**src/rtl/spi_regslave_pkg.sv**
```systemverilog
package spi_regslave_pkg;
  localparam int FRAME_W = 16;
  localparam int ADDR_W  = 14;
  localparam int DATA_W  = FRAME_W - 1;

  typedef logic [FRAME_W-1:0] frame_t;

  // bit 0 must equal the XOR of the upper fifteen bits
  function automatic logic parity_ok(frame_t w);
    return (^w[FRAME_W-1:1]) == w[0];
  endfunction

  function automatic frame_t make_resp(logic err, logic [DATA_W-1:0] d);
    return {err, d};
  endfunction
endpackage

```
**src/rtl/spi_pin_sync.sv**
```systemverilog
module spi_pin_sync #(
  parameter int           N       = 3,
  parameter int           STAGES  = 2,
  parameter logic [N-1:0] RST_VAL = '0
) (
  input  logic         clk,
  input  logic         rst,
  input  logic [N-1:0] d_in,
  output logic [N-1:0] q
);
  for (genvar i = 0; i < N; i++) begin : g_bit
    logic [STAGES-1:0] chain;
    always_ff @(posedge clk) begin
      if (rst) chain <= {STAGES{RST_VAL[i]}};
      else     chain <= {chain[STAGES-2:0], d_in[i]};
    end
    assign q[i] = chain[STAGES-1];
  end
endmodule

```
**src/rtl/spi_frame_shifter.sv**
```systemverilog
module spi_frame_shifter
  import spi_regslave_pkg::*;
#(
  localparam int CNT_MAX = FRAME_W + 1,
  localparam int CNT_W   = $clog2(CNT_MAX + 1)
) (
  input  logic             clk,
  input  logic             rst,
  input  logic             sck,
  input  logic             ssn,
  input  logic             sdi,
  input  frame_t           load_word,
  output frame_t           rx_word,
  output logic [CNT_W-1:0] bit_cnt,
  output logic             frame_start,
  output logic             frame_done,
  output logic             sdo
);
  logic   sck_prev, ssn_prev;
  logic   sck_rise, sck_fall, ssn_rise;
  frame_t tx_shift;

  assign sck_rise    =  sck & ~sck_prev;
  assign sck_fall    = ~sck &  sck_prev;
  assign ssn_rise    =  ssn & ~ssn_prev;
  assign frame_start = ~ssn &  ssn_prev;

  always_ff @(posedge clk) begin
    if (rst) begin
      sck_prev   <= 1'b0;
      ssn_prev   <= 1'b1;
      bit_cnt    <= '0;
      rx_word    <= '0;
      tx_shift   <= '0;
      sdo        <= 1'b0;
      frame_done <= 1'b0;
    end else begin
      sck_prev   <= sck;
      ssn_prev   <= ssn;
      frame_done <= ssn_rise && (bit_cnt == CNT_W'(FRAME_W));
      if (frame_start) begin
        tx_shift <= load_word;
        bit_cnt  <= '0;
      end else if (!ssn) begin
        if (sck_fall) begin
          rx_word <= {rx_word[FRAME_W-2:0], sdi};
          if (bit_cnt != CNT_W'(CNT_MAX)) bit_cnt <= bit_cnt + 1'b1;
        end
        if (sck_rise) begin
          sdo      <= tx_shift[FRAME_W-1];
          tx_shift <= {tx_shift[FRAME_W-2:0], 1'b0};
        end
      end else begin
        bit_cnt <= '0;
      end
    end
  end
endmodule

```
**src/rtl/spi_regfile.sv**
```systemverilog
module spi_regfile #(
  parameter int  DEPTH  = 8,
  parameter int  DATA_W = 15,
  localparam int AW     = $clog2(DEPTH)
) (
  input  logic              clk,
  input  logic              rst,
  input  logic              clr,
  input  logic              we,
  input  logic [AW-1:0]     waddr,
  input  logic [DATA_W-1:0] wdata,
  input  logic [AW-1:0]     raddr,
  output logic [DATA_W-1:0] rdata
);
  logic [DATA_W-1:0] mem [DEPTH];

  for (genvar i = 0; i < DEPTH; i++) begin : g_word
    always_ff @(posedge clk) begin
      if (rst || clr)                   mem[i] <= '0;
      else if (we && waddr == AW'(i))   mem[i] <= wdata;
    end
  end

  assign rdata = mem[raddr];
endmodule

```
**src/rtl/spi_cmd_engine.sv**
```systemverilog
module spi_cmd_engine
  import spi_regslave_pkg::*;
#(
  parameter int                DEPTH     = 8,
  parameter logic [ADDR_W-1:0] SRST_ADDR = '1,
  parameter logic [DATA_W-1:0] SRST_KEY  = 15'h2A55,
  localparam int               AW        = $clog2(DEPTH)
) (
  input  logic              clk,
  input  logic              rst,
  input  logic              mode_pin,
  input  logic              frame_done,
  input  frame_t            rx_word,
  input  logic [DATA_W-1:0] rd_data,
  output logic [AW-1:0]     rd_addr,
  output logic              wr_en,
  output logic [AW-1:0]     wr_addr,
  output logic [DATA_W-1:0] wr_data,
  output frame_t            tx_word,
  output logic              wmode,
  output logic              resp_pending,
  output logic              expect_data,
  output logic              srst
);
  logic [ADDR_W-1:0] wr_tgt;
  logic [ADDR_W-1:0] cmd_addr;
  logic              cmd_rd, cmd_in_range;
  logic              resp_slot, data_slot, cmd_slot;

  assign cmd_rd       = rx_word[FRAME_W-1];
  assign cmd_addr     = rx_word[ADDR_W:1];
  assign cmd_in_range = cmd_addr < ADDR_W'(DEPTH);

  // in 3-wire mode a response frame carries no command
  assign resp_slot = frame_done && resp_pending && !wmode;
  assign data_slot = frame_done && !resp_slot && expect_data;
  assign cmd_slot  = frame_done && !resp_slot && !expect_data;

  assign srst    = data_slot && (wr_tgt == SRST_ADDR) && (rx_word[DATA_W-1:0] == SRST_KEY);
  assign wr_en   = data_slot && (wr_tgt < ADDR_W'(DEPTH));
  assign wr_addr = wr_tgt[AW-1:0];
  assign wr_data = rx_word[DATA_W-1:0];
  assign rd_addr = cmd_addr[AW-1:0];

  always_ff @(posedge clk) begin
    if (rst || srst) begin
      wmode        <= mode_pin;
      tx_word      <= '0;
      resp_pending <= 1'b0;
      expect_data  <= 1'b0;
      wr_tgt       <= '0;
    end else if (resp_slot) begin
      tx_word      <= '0;
      resp_pending <= 1'b0;
    end else if (data_slot) begin
      tx_word      <= '0;
      expect_data  <= 1'b0;
    end else if (cmd_slot) begin
      if (!parity_ok(rx_word)) begin
        tx_word      <= make_resp(1'b1, '0);
        resp_pending <= 1'b1;
      end else if (cmd_rd) begin
        tx_word      <= make_resp(1'b0, cmd_in_range ? rd_data : '0);
        resp_pending <= 1'b1;
      end else begin
        tx_word      <= '0;
        resp_pending <= 1'b0;
        expect_data  <= 1'b1;
        wr_tgt       <= cmd_addr;
      end
    end
  end
endmodule

```
**src/rtl/spi_regslave.sv**
```systemverilog
module spi_regslave
  import spi_regslave_pkg::*;
#(
  parameter int                DEPTH       = 8,
  parameter int                SYNC_STAGES = 2,
  parameter logic [ADDR_W-1:0] SRST_ADDR   = '1,
  parameter logic [DATA_W-1:0] SRST_KEY    = 15'h2A55
) (
  input  logic clk,
  input  logic rst,
  input  logic mode_4w_i,
  input  logic spi_clk_i,
  input  logic spi_sel_n_i,
  input  logic spi_din_i,
  output logic spi_dout_o,
  output logic spi_dout_en_o
);
  localparam int AW    = $clog2(DEPTH);
  localparam int CNT_W = $clog2(FRAME_W + 2);

  logic [2:0]        pin_q;
  logic              sck_s, ssn_s, sdi_s;
  frame_t            rx_word, tx_word;
  logic [CNT_W-1:0]  bit_cnt;
  logic              frame_start, frame_done;
  logic [AW-1:0]     rd_addr, wr_addr;
  logic [DATA_W-1:0] rd_data, wr_data;
  logic              wr_en, wmode, resp_pending, expect_data, srst;
  logic              cur_resp;

  spi_pin_sync #(.N(3), .STAGES(SYNC_STAGES), .RST_VAL(3'b010)) u_sync (
    .clk  (clk),
    .rst  (rst),
    .d_in ({spi_din_i, spi_sel_n_i, spi_clk_i}),
    .q    (pin_q)
  );
  assign sck_s = pin_q[0];
  assign ssn_s = pin_q[1];
  assign sdi_s = pin_q[2];

  spi_frame_shifter u_shift (
    .clk         (clk),
    .rst         (rst),
    .sck         (sck_s),
    .ssn         (ssn_s),
    .sdi         (sdi_s),
    .load_word   (tx_word),
    .rx_word     (rx_word),
    .bit_cnt     (bit_cnt),
    .frame_start (frame_start),
    .frame_done  (frame_done),
    .sdo         (spi_dout_o)
  );

  spi_cmd_engine #(.DEPTH(DEPTH), .SRST_ADDR(SRST_ADDR), .SRST_KEY(SRST_KEY)) u_engine (
    .clk          (clk),
    .rst          (rst),
    .mode_pin     (mode_4w_i),
    .frame_done   (frame_done),
    .rx_word      (rx_word),
    .rd_data      (rd_data),
    .rd_addr      (rd_addr),
    .wr_en        (wr_en),
    .wr_addr      (wr_addr),
    .wr_data      (wr_data),
    .tx_word      (tx_word),
    .wmode        (wmode),
    .resp_pending (resp_pending),
    .expect_data  (expect_data),
    .srst         (srst)
  );

  spi_regfile #(.DEPTH(DEPTH), .DATA_W(DATA_W)) u_regs (
    .clk   (clk),
    .rst   (rst),
    .clr   (srst),
    .we    (wr_en),
    .waddr (wr_addr),
    .wdata (wr_data),
    .raddr (rd_addr),
    .rdata (rd_data)
  );

  // output enable: whole frame in 4-wire, response frames only in 3-wire
  always_ff @(posedge clk) begin
    if (rst) begin
      cur_resp      <= 1'b0;
      spi_dout_en_o <= 1'b0;
    end else begin
      if (frame_start) cur_resp <= resp_pending;
      spi_dout_en_o <= ~ssn_s & (wmode | (frame_start ? resp_pending : cur_resp));
    end
  end
endmodule

```
**config.mk**
```make
export PLATFORM = sky130hd
export DESIGN_NAME = spi_regslave
export DESIGN_NICKNAME = d
export VERILOG_FILES = /design/src/rtl/spi_regslave_pkg.sv /design/src/rtl/spi_pin_sync.sv /design/src/rtl/spi_frame_shifter.sv /design/src/rtl/spi_regfile.sv /design/src/rtl/spi_cmd_engine.sv /design/src/rtl/spi_regslave.sv
export SDC_FILE = /design/constraint.sdc
export NUM_CORES = 1
export LEC_CHECK = 0
export ABC_AREA = 0
export ABC_CLOCK_PERIOD_IN_PS = 5000
export BUFFER_PORTS_ARGS = -buffer_cell sky130_fd_sc_hd__buf_2
export CAP_MARGIN = 10
export CORE_MARGIN = 2
export CORE_UTILIZATION = 30
export DETAILED_ROUTE_END_ITERATION = 10
export HOLD_SLACK_MARGIN = 0.08
export SYNTH_ARGS = -nofsm -noshare
export SYNTH_HDL_FRONTEND = slang
export SYNTH_SLANG_ARGS = --single-unit
```
**constraint.sdc**
```tcl
create_clock -name clk -period 5 [get_ports clk]
set_clock_uncertainty 0.15 [all_clocks]
set_input_delay 0.5 -clock clk [delete_from_list [all_inputs] [get_ports clk]]
set_output_delay 0.5 -clock clk [all_outputs]
set_load 0.05 [all_outputs]
```
==> flow_metrics.py <==
metrics = {
    "outcome": {
        "status": "completed",
    },
    "clocking": {
        "clockBufferDepth": 3,
        "cts_tree": "built",
        "cts-root-buf": "clkbuf_16",
        "clk_latency_ps": 500,
        "cts_buffers": 23,
        "cts_resized": 0,
        "h-tree-depth": 1,
        "cts_sinks": 205,
        "clk_pin_slew_ps": 60,
    },
    "synthesis": {
        "synth_fp_nets": 749,
        "synth.avg_cell_area_um2": 11.80,
        "synth_fa_ha_area_share_pct": 1.740,
        "seq_area_frac_synth_pct": 61.61,
        "ys_ff_latch": 205,
        "syn_area_mm2": 0.008627,
        "async_flop_share_pct": 0,
        "synth_top_cells_by_area": "edfxtp_1, dfxtp_1, mux4_2, nor2_1, mux2i_1",
        "synth_top_family_by_area": "simple AND/OR/NAND/NOR gates",
        "synthCells": 731,
        "synth-xor-area-share_pct": 1.929,
        "synth_top_cell_area_share_pct": 42.12,
        "synth_cell_types": 39,
        "ys.flop_type": "edfxtp_1",
        "synth-compound-area-share_pct": 6.004,
        "synth_edf_count": 121,
        "muxShareOfSynthArea_pct": 11.43,
        "synth_area_leader_cell": "edfxtp_1",
        "ys.warnings.count": 0,
        "yosys.area_share.simple_pct": 14.62,
    },
    "setup_path": {
        "cp_max_fo": 16,
        "critPathBufInv": 0,
        "path_cells": "or4b_2 > nor3_1 > nand2_1 > nand2_1",
        "cp.arrival_ps": 3220,
        "crit_top_cell": "nand2_1",
        "slowest_delay_ps": 790,
        "worstPathRequired_ps": 4970,
        "path_delay_family": "simple AND/OR/NAND/NOR gates",
        "crit_type": "reg2reg",
        "end_kind": "flop",
        "cp_slowest_cell": "nand2_1",
        "crit_path_start_kind": "flop",
    },
    "cells_and_area": {
        "drive_gt1_share_pct": 12.06,
        "antenna_cells": 0,
        "mostFrequentLayoutCell": "nor2_1",
        "final_area_mm2": 0.009783,
        "final_cells": 1130,
        "final_nets": 748,
        "syn2layout_area_growth_pct": 13.40,
        "final_cell_mix": "nor2_1, edfxtp_1, dfxtp_1",
    },
    "global_route": {
        "track_usage_pct": 12.63,
        "antenna_found_initial": 0,
        "grt_pass1_vias": 5299,
        "grt_max_degree": 56,
        "grt_first_pass_wirelength_mm": 30.29,
        "overflow": 0,
    },
    "place": {
        "gp_congestion": 0.7941,
        "dp_cells": 1086,
        "placed_area_mm2": 0.009035,
        "numPortBuffers": 7,
        "hpwl_mm": 11.98,
    },
    "pwr": {
        "power_uw": 3539,
        "vdd_ir_drop_max_mv": 0.2306,
        "power.density_mw_per_mm2": 361.8,
        "p_leak_uw": 0.003193,
    },
    "run": {
        "max_cap_violations": 0,
    },
    "route": {
        "dr.pass1.iters": 5,
        "met2_length_mm": 9.078,
        "vias_per_cell": 4.789,
        "totalWireLength_mm": 18.90,
        "wl_per_cell_um": 16.73,
        "dr.max_layer_used": "met4",
        "drc": 0,
        "wl_met1_mm": 8.508,
        "postRouteAntennaNets": 0,
        "drt_iter0_drc": 482,
        "via_count": 5412,
        "wl_met3_mm": 1.020,
    },
    "sta": {
        "slew-limit-headroom_pct": 26.75,
        "timing_worst_slew_pin_value_ps": 1097,
        "max_freq_mhz": 307.8,
        "maxSlewViolCount": 0,
        "finalSetupTns_ps": 0,
        "finalCritPeriodShare_pct": 64.97,
        "finalCriticalPeriod_ps": 3249,
        "rsz0062_at_grt": "false",
        "setup_viol_count_final": 0,
        "timing.final.hold_violations": 0,
        "holdWs_ps": 107.8,
    },
    "floorplan": {
        "core_area_mm2": 0.02855,
        "initial_utilization_pct": 30.22,
        "die_w_um": 173.6,
        "boundaryPins": 8,
        "die_h_um": 173.6,
        "rows": 62,
        "dieArea_mm2": 0.03013,
    },
    "min_path": {
        "min_path_type": "in2reg",
    },
}
==> flip-flops by register name (all words and copies together), names as in the netlist, 5 cells and up, named ones only <==
signal / cells
u_engine.tx_word: 16
u_engine.wr_tgt: 14
u_regs.mem: 120
u_shift.bit_cnt: 5
u_shift.rx_word: 16
u_shift.tx_shift: 16
u_sync.g_bit.chain: 6
==> logic make-up after synthesis <==
| family | Yosys count |
|---|---|
| xor gates and xnor gates | 14 |
| AOI/OAI and AO/OA | 89 |
| DFF | 205 |
| muxes | 61 |
| and+or+nand+nor | 291 |
| adders and majority gates | 12 |
| buffers and inverters | 59 |
==> final timing paths <==
check	start	endpoint	slack, ps	cells past startpoint
max	u_engine.wr_tgt[12]	u_regs.mem[4][6]	1750	4
max reg2reg	u_engine.wr_tgt[12]	u_regs.mem[4][6]	1750	4
min reg2reg	u_sync.g_bit[1].chain[0]	u_sync.g_bit[1].chain[1]	270	1
min	spi_din_i	u_sync.g_bit[2].chain[0]	110	2
==> layout make-up <==
| class | count | area [um2] |
|---|---|---|
| Inverter | 16 | 60.06 |
| Clock buffer | 28 | 604.3 |
| Sequential cell | 205 | 5316 |
| Multi-Input combinational cell | 467 | 3090 |
| Tap cell | 384 | 480.5 |
| Clock inverter | 13 | 113.9 |
| Fill cell | 2850 | 18760 |
| Timing Repair Buffer | 17 | 117.6 |
==> synth_stat cells (10+ instances only) <==
master / n
dfxtp_1: 84
mux2i_1: 31
nand2_1: 79
a211oi_1: 15
clkbuf_1: 25
nor2_1: 148
a21oi_1: 29
edfxtp_1: 121
ha_1: 12
nand2b_1: 10
nand3_1: 12
o21ai_0: 32
mux4_2: 30
buf_1: 11
inv_1: 15
==> repair_timing <==
item,4_1_cts,5_1_grt
hold endpoints to repair,3,0
buffers inserted,0,0
hold buffers,3,0
==> where the power goes <==
part / total, uW / internal (uW) / switching, uW
Combinational: 85.3 / 29.2 / 56.1
Clock: 1610 / 960 / 654
Sequential: 1840 / 1830 / 14.9
Total: 3540 / 2810 / 725
==> layer usage <==
layer	global-route usage [%]	vias up
met5	0	-
met4	3.151	0
met3	1.623	22
met2	21.27	128
met1	17.35	2662
li1	-	2600
==> through the flow <==
stage | utilization, % | worst slack [ps]
6_report | 34.27 | 1751
5_1_grt | 34.27 | 1595
4_1_cts | 34.27 | 1784
3_5_place_dp | 31.65 | 1798
3_3_place_gp | 31.65 | 1813
2_1_floorplan | - | 2452
Power figures use the tool's default switching activity.
